File: src/rtl/nvr_pkg.sv
package nvr_pkg;

  typedef enum logic [2:0] {
    OP_STORE       = 3'd0,
    OP_VERIFY      = 3'd1,
    OP_STORE_VFY   = 3'd2,
    OP_SLEEP       = 3'd3,
    OP_WAKE        = 3'd4,
    OP_RESTORE     = 3'd5,
    OP_STORE_SLEEP = 3'd6,
    OP_NOP         = 3'd7
  } nvr_op_e;

  typedef enum logic [2:0] {
    ST_IDLE,
    ST_STORE,
    ST_VFY,
    ST_ISO,
    ST_OFFW,
    ST_PGW,
    ST_RST
  } nvr_state_e;

  // last cycle of a pulse whose length counts from 1; zero behaves as one
  function automatic logic pulse_last(input int unsigned cnt, input int unsigned len);
    int unsigned eff;
    eff = (len == 0) ? 1 : len;
    return (cnt + 1) >= eff;
  endfunction

  // another rewrite is permitted while fewer than limit have been spent
  function automatic logic retry_allowed(input int unsigned used, input int unsigned limit);
    return used < limit;
  endfunction

endpackage

File: src/rtl/nvr_pulse_timer.sv
module nvr_pulse_timer #(
  parameter int CW = 8
) (
  input  logic          clk,
  input  logic          rst_n,
  input  logic          run,
  input  logic [CW-1:0] len,
  output logic          last
);
  logic [CW-1:0] cnt_q;

  assign last = run && nvr_pkg::pulse_last(int'(cnt_q), int'(len));

  always_ff @(posedge clk or negedge rst_n) begin
    if (!rst_n)      cnt_q <= '0;
    else if (!run)   cnt_q <= '0;
    else             cnt_q <= cnt_q + 1'b1;
  end
endmodule

File: src/rtl/nvr_verify_collect.sv
module nvr_verify_collect #(
  parameter int NDOM = 10
) (
  input  logic            clk,
  input  logic            rst_n,
  input  logic            active,
  input  logic [NDOM-1:0] work,
  input  logic [NDOM-1:0] vfy_valid,
  input  logic [NDOM-1:0] vfy_pass,
  output logic            complete,
  output logic [NDOM-1:0] pass_mask
);
  logic [NDOM-1:0] got_q, ok_q, fresh;

  // first report of each selected domain is the one that counts
  assign fresh     = vfy_valid & work & ~got_q;
  assign complete  = active && (((got_q | fresh) & work) == work);
  assign pass_mask = (ok_q | (fresh & vfy_pass)) & work;

  always_ff @(posedge clk or negedge rst_n) begin
    if (!rst_n) begin
      got_q <= '0;
      ok_q  <= '0;
    end else if (!active) begin
      got_q <= '0;
      ok_q  <= '0;
    end else begin
      got_q <= got_q | fresh;
      ok_q  <= ok_q | (fresh & vfy_pass);
    end
  end

  // recorded results never cover domains outside the working set
  assert_seen_in_work_R4: assert property (@(posedge clk) disable iff (!rst_n)
    active |-> ((got_q & ~work) == '0));
endmodule

File: src/rtl/nvr_power_mgr.sv
module nvr_power_mgr #(
  parameter int NDOM = 10,
  parameter int PW   = 8,
  parameter int RW   = 4
) (
  input  logic            clk,
  input  logic            rst_n,
  input  logic            cmd_valid,
  output logic            cmd_ready,
  input  logic [2:0]      cmd_op,
  input  logic [NDOM-1:0] cmd_mask,
  input  logic [PW-1:0]   store_len,
  input  logic [PW-1:0]   restore_len,
  input  logic [RW-1:0]   max_retry,
  output logic [NDOM-1:0] nv_store,
  output logic [NDOM-1:0] nv_restore,
  output logic [NDOM-1:0] nv_verify,
  input  logic [NDOM-1:0] vfy_valid,
  input  logic [NDOM-1:0] vfy_pass,
  output logic [NDOM-1:0] pwr_off,
  output logic [NDOM-1:0] iso,
  input  logic [NDOM-1:0] off_ack,
  input  logic [NDOM-1:0] pwr_good,
  output logic            busy,
  output logic            done,
  output logic            err,
  output logic [NDOM-1:0] fail_mask
);
  import nvr_pkg::*;

  nvr_state_e      state_q;
  logic [NDOM-1:0] work_q, sleep_q, verified_q, iso_q, off_q, fail_q;
  logic [RW-1:0]   retries_q;
  logic            retry_en_q, then_sleep_q, wake_q, err_q, done_q;

  // named internal events
  logic            accept, p_run, p_last, v_active, v_complete, retry_ok;
  logic [PW-1:0]   p_len;
  logic [NDOM-1:0] unverified, v_pass, v_fail, sleep_keep;

  assign accept     = cmd_valid && (state_q == ST_IDLE);
  assign unverified = cmd_mask & ~verified_q;
  assign p_run      = (state_q == ST_STORE) || (state_q == ST_RST);
  assign p_len      = (state_q == ST_STORE) ? store_len : restore_len;
  assign v_active   = (state_q == ST_VFY);
  assign v_fail     = work_q & ~v_pass;
  assign sleep_keep = sleep_q & ~v_fail;
  assign retry_ok   = retry_en_q && retry_allowed(int'(retries_q), int'(max_retry));

  nvr_pulse_timer #(.CW(PW)) u_pulse (
    .clk(clk), .rst_n(rst_n), .run(p_run), .len(p_len), .last(p_last)
  );

  nvr_verify_collect #(.NDOM(NDOM)) u_vfy (
    .clk(clk), .rst_n(rst_n), .active(v_active), .work(work_q),
    .vfy_valid(vfy_valid), .vfy_pass(vfy_pass),
    .complete(v_complete), .pass_mask(v_pass)
  );

  always_ff @(posedge clk or negedge rst_n) begin
    if (!rst_n) begin
      state_q      <= ST_IDLE;
      work_q       <= '0;
      sleep_q      <= '0;
      verified_q   <= '0;
      iso_q        <= '0;
      off_q        <= '0;
      fail_q       <= '0;
      retries_q    <= '0;
      retry_en_q   <= 1'b0;
      then_sleep_q <= 1'b0;
      wake_q       <= 1'b0;
      err_q        <= 1'b0;
      done_q       <= 1'b0;
    end else begin
      done_q <= 1'b0;
      unique case (state_q)
        ST_IDLE: if (accept) begin
          retries_q    <= '0;
          work_q       <= cmd_mask;
          sleep_q      <= cmd_mask;
          retry_en_q   <= 1'b0;
          then_sleep_q <= 1'b0;
          wake_q       <= 1'b0;
          unique case (nvr_op_e'(cmd_op))
            OP_STORE:     state_q <= ST_STORE;
            OP_VERIFY:    state_q <= ST_VFY;
            OP_STORE_VFY: begin retry_en_q <= 1'b1; state_q <= ST_STORE; end
            OP_STORE_SLEEP: begin
              retry_en_q <= 1'b1; then_sleep_q <= 1'b1; state_q <= ST_STORE;
            end
            OP_SLEEP: if (unverified != '0) begin
              work_q <= unverified; retry_en_q <= 1'b1; then_sleep_q <= 1'b1;
              state_q <= ST_STORE;
            end else begin
              iso_q <= iso_q | cmd_mask; state_q <= ST_ISO;
            end
            OP_WAKE: begin
              off_q <= off_q & ~cmd_mask; wake_q <= 1'b1; state_q <= ST_PGW;
            end
            OP_RESTORE: state_q <= ST_RST;
            default:    done_q <= 1'b1;
          endcase
        end
        ST_STORE: begin
          verified_q <= verified_q & ~work_q;
          if (p_last) begin
            if (retry_en_q) state_q <= ST_VFY;
            else begin state_q <= ST_IDLE; done_q <= 1'b1; end
          end
        end
        ST_VFY: if (v_complete) begin
          verified_q <= (verified_q | v_pass) & ~v_fail;
          if (v_fail != '0 && retry_ok) begin
            retries_q <= retries_q + 1'b1;
            work_q    <= v_fail;
            state_q   <= ST_STORE;
          end else begin
            if (v_fail != '0) begin
              err_q  <= 1'b1;
              fail_q <= fail_q | v_fail;
            end
            if (then_sleep_q) begin
              sleep_q <= sleep_keep;
              iso_q   <= iso_q | sleep_keep;
              state_q <= ST_ISO;
            end else begin
              state_q <= ST_IDLE; done_q <= 1'b1;
            end
          end
        end
        ST_ISO: begin
          off_q   <= off_q | sleep_q;
          state_q <= ST_OFFW;
        end
        ST_OFFW: if ((off_ack & sleep_q) == sleep_q) begin
          state_q <= ST_IDLE; done_q <= 1'b1;
        end
        ST_PGW: if ((pwr_good & sleep_q) == sleep_q) state_q <= ST_RST;
        ST_RST: if (p_last) begin
          if (wake_q) iso_q <= iso_q & ~work_q;
          state_q <= ST_IDLE; done_q <= 1'b1;
        end
        default: state_q <= ST_IDLE;
      endcase
    end
  end

  assign cmd_ready  = (state_q == ST_IDLE);
  assign busy       = (state_q != ST_IDLE);
  assign done       = done_q;
  assign err        = err_q;
  assign fail_mask  = fail_q;
  assign iso        = iso_q;
  assign pwr_off    = off_q;
  assign nv_store   = (state_q == ST_STORE) ? work_q : '0;
  assign nv_restore = (state_q == ST_RST)   ? work_q : '0;
  assign nv_verify  = (state_q == ST_VFY)   ? work_q : '0;

  // activity begins only from an accepted command
  assert_busy_from_accept_R1: assert property (@(posedge clk) disable iff (!rst_n)
    $rose(busy) |-> $past(cmd_valid && cmd_ready));
  // completion is a single-cycle pulse
  assert_done_single_R1: assert property (@(posedge clk) disable iff (!rst_n)
    done |=> !done);
  // a rewrite bitmap never gains a domain
  assert_retry_shrinks_R5: assert property (@(posedge clk) disable iff (!rst_n)
    (state_q == ST_STORE && $past(state_q) == ST_VFY) |-> ((work_q & ~$past(work_q)) == '0));
  // rewrites never exceed the programmed limit
  assert_retry_bound_R6: assert property (@(posedge clk) disable iff (!rst_n)
    busy |-> (retries_q <= max_retry));
  // clamp is in place the cycle before the switch opens
  assert_iso_leads_off_R7: assert property (@(posedge clk) disable iff (!rst_n)
    ((pwr_off & ~$past(pwr_off) & ~$past(iso)) == '0));
  // an open switch is always clamped
  assert_off_needs_iso_R7: assert property (@(posedge clk) disable iff (!rst_n)
    ((pwr_off & ~iso) == '0));
endmodule

File: config.mk
export PLATFORM = sky130hd
export DESIGN_NAME = nvr_power_mgr
export DESIGN_NICKNAME = d
export VERILOG_FILES = /design/src/rtl/nvr_pkg.sv /design/src/rtl/nvr_pulse_timer.sv /design/src/rtl/nvr_verify_collect.sv /design/src/rtl/nvr_power_mgr.sv
export SDC_FILE = /design/constraint.sdc
export NUM_CORES = 1
export LEC_CHECK = 0
export BUFFER_PORTS_ARGS = -buffer_cell sky130_fd_sc_hd__buf_2
export CAP_MARGIN = 20
export CORE_MARGIN = 4
export CORE_UTILIZATION = 40
export DETAILED_ROUTE_END_ITERATION = 10
export SLEW_MARGIN = 20
export SYNTH_ARGS = -nofsm -noshare
export SYNTH_HDL_FRONTEND = slang
export SYNTH_HIERARCHICAL = 1
export SYNTH_SLANG_ARGS = --single-unit
File: constraint.sdc
create_clock -name clk -period 5.77 [get_ports clk]
set_input_delay 0.8655 -clock clk [delete_from_list [all_inputs] [get_ports clk]]
set_output_delay 0.8655 -clock clk [all_outputs]
set_load 0.02 [all_outputs]
==> reports/qor.yml, run 1 <==
cts_tree: "built"
dr_total_vias: 5286
synth_top_area_share: 0.4399
crit_type: "reg -> reg"
antenna_found_initial: 0
cts_resized: 0
crit_fanout: 30
critPathRequiredTime_ns: 6.07
synth_edf_count: 0
total_power_w: 0.003152
clock_skew_ns: 0.009740
cts-buffers-inserted: 9
layout.nets: 858
final_max_slew_viol_count: 0
start_util: 0.4099
worstHoldStart: "fail_mask[8]$_DFFE_PN0P_"
ant_nets: 0
fin_ws_ns: 1.248
grt_remaining_overflow: 0
clockBufferDepth: 2
multi_input_area_sq_um: 2959
antenna_cells: 0
die_h_microns: 127.3
final_cell_area_sq_um: 6879
drt_iter0_drc: 357
post_cts.repair.setup_buffers: 0
synth_flop_cell: "dfrtp_1"
drt-total-wl_microns: 18250
startpoint: "state_q[2]$_DFFE_PN0P_"
hold_buffers: 0
drive_gt1_frac: 0.2287
synth_seq_cells: 100
place_ws_ns: 1.371
clock-sinks: 100
synth_cell_types: 65
io_buffers: 139
utilization: 0.4956
max_freq_mhz: 221.1
syn_to_final_growth_pct: 20.91
fillers: 1388
globalplace.congestion: 0.9800
setup_viol: 0
synth_cells: 636
wire_per_inst_microns: 19.13
clk_pin_slew_worst_paths_ns: 0.07
syn_area_per_cell_sq_um: 8.945
finalCriticalPeriod_ns: 4.522
yosysSeqAreaShare: 0.4399
synth_area_leaders: "dfrtp_1, nand2_1, a21oi_1, ha_1, and3_1"
rows: 43
drt-pass1-iter-count: 5
grtUsageTotal: 0.2299
critPathCaptureType: "flop"
rsz0062_at_grt: "false"
synth_top_cells_by_count: "nand2_1, dfrtp_1, a21oi_1"
outcome: "finished clean"
crit_path_start_kind: "flop"
io_pins: 140
place_area_sq_um: 6565
tightest_slew_ns: 0.9907
yosys_warnings: 6
maxCapViolCount: 0
synth.largest_area_cell: "dfrtp_1"
max_slew_margin: 0.3371
r2r_setup_slack_ns: 1.25
fin_crit_sh: 0.7837
peakVddDrop_uv: 203.8
hpwlAfterDp_microns: 13690
core_sq_um: 13880
fin_setup_tns_ns: 0
first_global_vias: 5425
h-tree-depth: 3
syn_nets: 725
async_flop_share: 1.000
worstReg2RegStart: "state_q[2]$_DFFE_PN0P_"
hp-class: "reg -> reg"
worstPathArrival_ns: 4.82
grt_max_degree: 63
clkLatencyLatePin_ns: 0.36
finalHoldViolations: 0
syn_area_sq_um: 5689
clockRootBuffer: "clkbuf_16"
leakagePower_nw: 3.579
grt_pass1_wl_microns: 29150
dieArea_sq_um: 16200
vias_per_cell: 5.541
regArea_sq_um: 2502
powerDensity_nw_per_um2: 458.1
synth.most_common_cell: "nand2_1"
die_w_microns: 127.3
drc: 0
-- through the flow --
step | hold slack (ns) | std cells
detailed placement | 0.4474 | 938
CTS | 0.4721 | 954
finish | 0.4623 | 954
floorplan | 0.4417 | 636
global route | 0.4917 | 954
global placement | 0.4502 | 938
-- layout by cell type (no fill, tap or decap), types with 13 or more instances in the layout --
master    synthesis  final
o21ai_0          28     28
and2_1           18     18
o21a_1           19     19
a21oi_1          43     43
nor3b_1          19     19
a22o_1           15     15
ha_1             13     13
inv_1            38     38
dfrtp_1         100    100
nor2_1           39     39
buf_2             5    138
and3_1           24     24
nand2_1         105    105
nor2b_1          18     18
nand2b_1         13     13
-- critical path, stage by stage, from the launching register on --
cell and delay, ns:
dfrtp_1 0.51, nor2_1 0.79, nand2_1 0.73, clkinv_1 0.16
buf_4 0.33, nor4b_1 0.25, and3_1 0.28, nand2_1 0.12
a21boi_4 0.35, o311ai_4 0.32, a2111oi_0 0.46, a221o_1 0.16
-- final cells by class --
type	instances	share of cell area
multi-input cells	475	0.4302
flip-flops and latches	100	0.3638
repair buffers	143	0.1059
clock buffers	13	0.03929
well taps	180	0.03274
inverters	40	0.02183
clock inverters	3	0.006366
-- path summary, 6_finish.rpt --
path,depth (start not counted),endpoint
setup / recovery,11,work_q[6]$_DFFE_PN0P_
hold / removal,1,fail_mask[8]$_DFFE_PN0P_
setup reg to reg,11,work_q[6]$_DFFE_PN0P_
hold reg to reg,1,fail_mask[8]$_DFFE_PN0P_
max in group asynchronous,2,iso[2]$_DFFE_PN0P_
min in group asynchronous,1,u_vfy/ok_q[6]$_DFF_PN0_
-- routing by layer --
layer | global-route usage | vias to the layer above | wire length [microns]
li1 | - | 2505 | -
met1 | 0.3071 | 2544 | 7872
met4 | 0.09085 | 0 | 548
met2 | 0.3707 | 201 | 8610
met3 | 0.04264 | 36 | 1221
met5 | 0 | - | 0
-- state kept, by name, indices dropped and copies added, names as in the netlist, 3 cells and up --
name / count
work_q: 10
verified_q: 10
u_vfy/got_q: 10
sleep_q: 10
iso: 10
pwr_off: 10
retries_q: 4
fail_mask: 10
state_q: 3
u_vfy/ok_q: 10
u_pulse/cnt_q: 8
-- cells by family (layout without fill, tap and decap cells) --
logic type | after synthesis | in the layout | share of synthesized area
and+or+nand+nor | 281 | 281 | 0.2611
AOI/OAI and AO/OA | 171 | 171 | 0.2111
DFF | 100 | 100 | 0.4399
buffers and inverters | 61 | 199 | 0.04267
adders and majority gates | 13 | 13 | 0.02859
xor gates and xnor gates | 6 | 6 | 0.009237
muxes | 4 | 4 | 0.007477
-- power breakdown --
group          switching, W  internal, W
sequential         0.000278     0.000906
clock              0.000268     0.000372
combinational      0.000832     0.000495
(Power assumes the default switching activity.)
==> inputs of run 2 (changes only) <==
==> constraint.sdc (replaced) <==
create_clock -name clk -period 4.3 [get_ports clk]
set_input_delay 0.645 -clock clk [delete_from_list [all_inputs] [get_ports clk]]
set_output_delay 0.645 -clock clk [all_outputs]
set_load 0.02 [all_outputs]
==> run 2 against run 1 <==
First-iteration DRC count is 5.6% lower. Total power is 33% higher. Global-route usage is 0.21 points lower. Hold slack worse by 0.14 ns. Cell count is 0.73% higher. Clock skew is 0.0021 ns higher. Critical path depth is 6 higher. Sequential power is 31% higher. Clock power is 25% higher.
==> reports/qor.yml, run 2 (synthesis results as in run 1) <==
die_h_microns: 127.3  # unchanged
critPathCaptureType: "flop"
worstPathArrival_ns: 4.11  # -0.71 ns
clk_pin_slew_worst_paths_ns: 0.07  # about the same
clockRootBuffer: "clkbuf_16"
critPathBufInv: 2  # unchanged
place_ws_ns: 0.3678  # -1.004 ns
io_buffers: 139  # unchanged
critPathRequiredTime_ns: 4.59  # -1.48 ns
crit_fanout: 14  # -53%
core_sq_um: 13880  # unchanged
h-tree-depth: 3  # unchanged
cts-buffers-inserted: 9  # unchanged
rsz0062_at_grt: "false"
clock-sinks: 100  # unchanged
grt_pass1_wl_microns: 28930  # -0.76%
drc: 0  # unchanged
dp_cells: 945  # +0.75%
max_slew_margin: 0.4410  # +0.1039
leakagePower_nw: 3.600  # +0.59%
grt_remaining_overflow: 0  # unchanged
hp-class: "in -> async"
grt_max_degree: 79  # +25%
first_global_vias: 5496  # +1.3%
drive_gt1_frac: 0.2382  # +0.009474
antenna_found_initial: 0  # unchanged
antenna_cells: 0  # unchanged
grtUsageTotal: 0.2278  # -0.002140
setup_viol: 0  # unchanged
multi_input_area_sq_um: 2952  # -0.25%
outcome: "finished clean"
net-switching-power_w: 0.001877  # +36%
drt-total-wl_microns: 18250  # about the same
fin_ws_ns: 0.4814  # -0.7664 ns
finalCriticalPeriod_ns: 3.819  # -0.7036 ns
clockBufferDepth: 2  # unchanged
crit_chain: "buf_4, inv_1, nand2_1, nand2_1, nand2_1, nor4_1, a41o_1, ha_1, nor2b_1, o21ai_0, a21oi_1, o21ai_0, and3_2, nor2_1, a21oi_1, a31oi_1, nor2_1"
vias_per_cell: 5.570  # +0.53%
tightest_slew_ns: 0.8365  # -0.1542 ns
whs_ns: 0.3186  # -0.1436 ns
final_common_cell: "buf_2"
p_comb_frac: 0.443  # +0.022
hpwlAfterDp_microns: 13640  # -0.43%
peakVddDrop_uv: 349.7  # +72%
drt-pass1-iter-count: 5  # unchanged
clock_skew_ns: 0.01183  # +0.002087 ns
worstReg2RegStart: "state_q[2]$_DFFE_PN0P_"
die_w_microns: 127.3  # unchanged
clkLatencyLatePin_ns: 0.35  # about the same
crit_path_start_kind: "flop"
globalplace.congestion: 0.9291  # -5.2%
io_pins: 140  # unchanged
cts_tree: "built"
fillers: 1358  # -2.2%
layout.nets: 865  # +0.82%
crit_top_cell: "nand2_1"
fin_setup_tns_ns: 0  # unchanged
syn_to_final_growth_pct: 21.27
maxCapViolCount: 0  # unchanged
ant_nets: 0  # unchanged
fin_crit_sh: 0.8880  # +0.1043
max_freq_mhz: 261.9  # +18%
finalHoldViolations: 0  # unchanged
final_max_slew_viol_count: 0  # unchanged
slowest_delay_ns: 0.48  # -0.31 ns
p_clk_frac: 0.190  # -0.013
r2r_setup_slack_ns: 0.48  # -0.77 ns
layout.cells.non_filler: 961  # +0.73%
r2r_cells: 17  # +6
dieArea_sq_um: 16200  # unchanged
rows: 43  # unchanged
p_int_w: 0.002320  # +31%
post_cts.repair.setup_buffers: 0  # unchanged
regArea_sq_um: 2502  # unchanged
drt_iter0_drc: 337  # -5.6%
cp_top_family: "simple AND/OR/NAND/NOR gates"
crit_type: "reg -> reg"
pwr-share-seq: 0.367  # -0.009
slowest_stage: "and3_2"
start_util: 0.4099  # unchanged
r2r-end: "iso[6]$_DFFE_PN0P_"
dr_total_vias: 5353  # +1.3%
swShare: 0.4473  # +0.01016
final_cell_mix: "buf_2, nand2_1, dfrtp_1"
powerDensity_nw_per_um2: 608.3  # +33%
wire_per_inst_microns: 18.99  # -0.77%
==> run 2: timing repair <==
action                                  4_1_cts  5_1_grt
hold buffers                                  0        0
gates resized for setup                       0        1
endpoints found under the setup margin        0        3
==> run 2: worst max path at each step <==
stage                                 startpoint                  to  slack (ns)  cells after the start
after floorplan           state_q[0]$_DFFE_PN0P_  iso[4]$_DFFE_PN0P_        1.18                     17
after global placement    state_q[2]$_DFFE_PN0P_  iso[6]$_DFFE_PN0P_        0.65                     17
after detailed placement  state_q[2]$_DFFE_PN0P_  iso[6]$_DFFE_PN0P_        0.37                     17
after CTS                 state_q[2]$_DFFE_PN0P_  iso[6]$_DFFE_PN0P_        0.36                     17
after global routing      state_q[2]$_DFFE_PN0P_  iso[6]$_DFFE_PN0P_        0.14                     17
final                     state_q[2]$_DFFE_PN0P_  iso[6]$_DFFE_PN0P_        0.48                     17
==> run 2: cell type report <==
cell class | instances | area share
tap | 180 | 0.03264
inverter | 40 | 0.02176
clock inverter | 6 | 0.006710
multi-input combinational | 475 | 0.4278
clock buffer | 10 | 0.03464
timing repair buffer | 150 | 0.1137
sequential | 100 | 0.3627
==> run 2: worst register-to-register path, stage by stage, from the launching register on <==
cell	delay, ns
dfrtp_1	0.36
buf_4	0.17
inv_1	0.35
nand2_1	0.33
nand2_1	0.16
nand2_1	0.08
nor4_1	0.27
a41o_1	0.21
ha_1	0.12
nor2b_1	0.04
o21ai_0	0.16
a21oi_1	0.08
o21ai_0	0.47
and3_2	0.48
nor2_1	0.11
a21oi_1	0.15
a31oi_1	0.10
nor2_1	0.11
==> run 2: stage by stage <==
| step | utilization | instance area (sq um) | total power [W] |
|---|---|---|---|
| 3_5_place_dp | 0.4761 | 6609 | 0.003399 |
| 4_1_cts | 0.4967 | 6894 | 0.004208 |
| 5_1_grt | 0.4970 | 6899 | 0.004460 |
| 3_3_place_gp | 0.4761 | 6609 | 0.003359 |
| 2_1_floorplan | - | 5689 | 0.002685 |
| 6_report | 0.4970 | 6899 | 0.004197 |
==> run 2: routing by layer <==
| metal | vias up | wire length, microns | track usage |
|---|---|---|---|
| met5 | - | 0 | 0 |
| met4 | 0 | 338 | 0.06372 |
| met3 | 19 | 1233 | 0.05853 |
| met2 | 181 | 8853 | 0.3831 |
| met1 | 2618 | 7820 | 0.2910 |
| li1 | 2535 | - | - |
==> run 2: power by group through the flow <==
| stage | sequential (W) | combinational, W | clock [W] |
|---|---|---|---|
| after global routing | 0.00158 | 0.00202 | 0.000853 |
| after floorplan | 0.00160 | 0.00108 | 0 |
| final | 0.00154 | 0.00186 | 0.000799 |
| after global placement | 0.00154 | 0.00182 | 0 |
| after CTS | 0.00153 | 0.00186 | 0.000818 |
| after detailed placement | 0.00155 | 0.00185 | 0 |
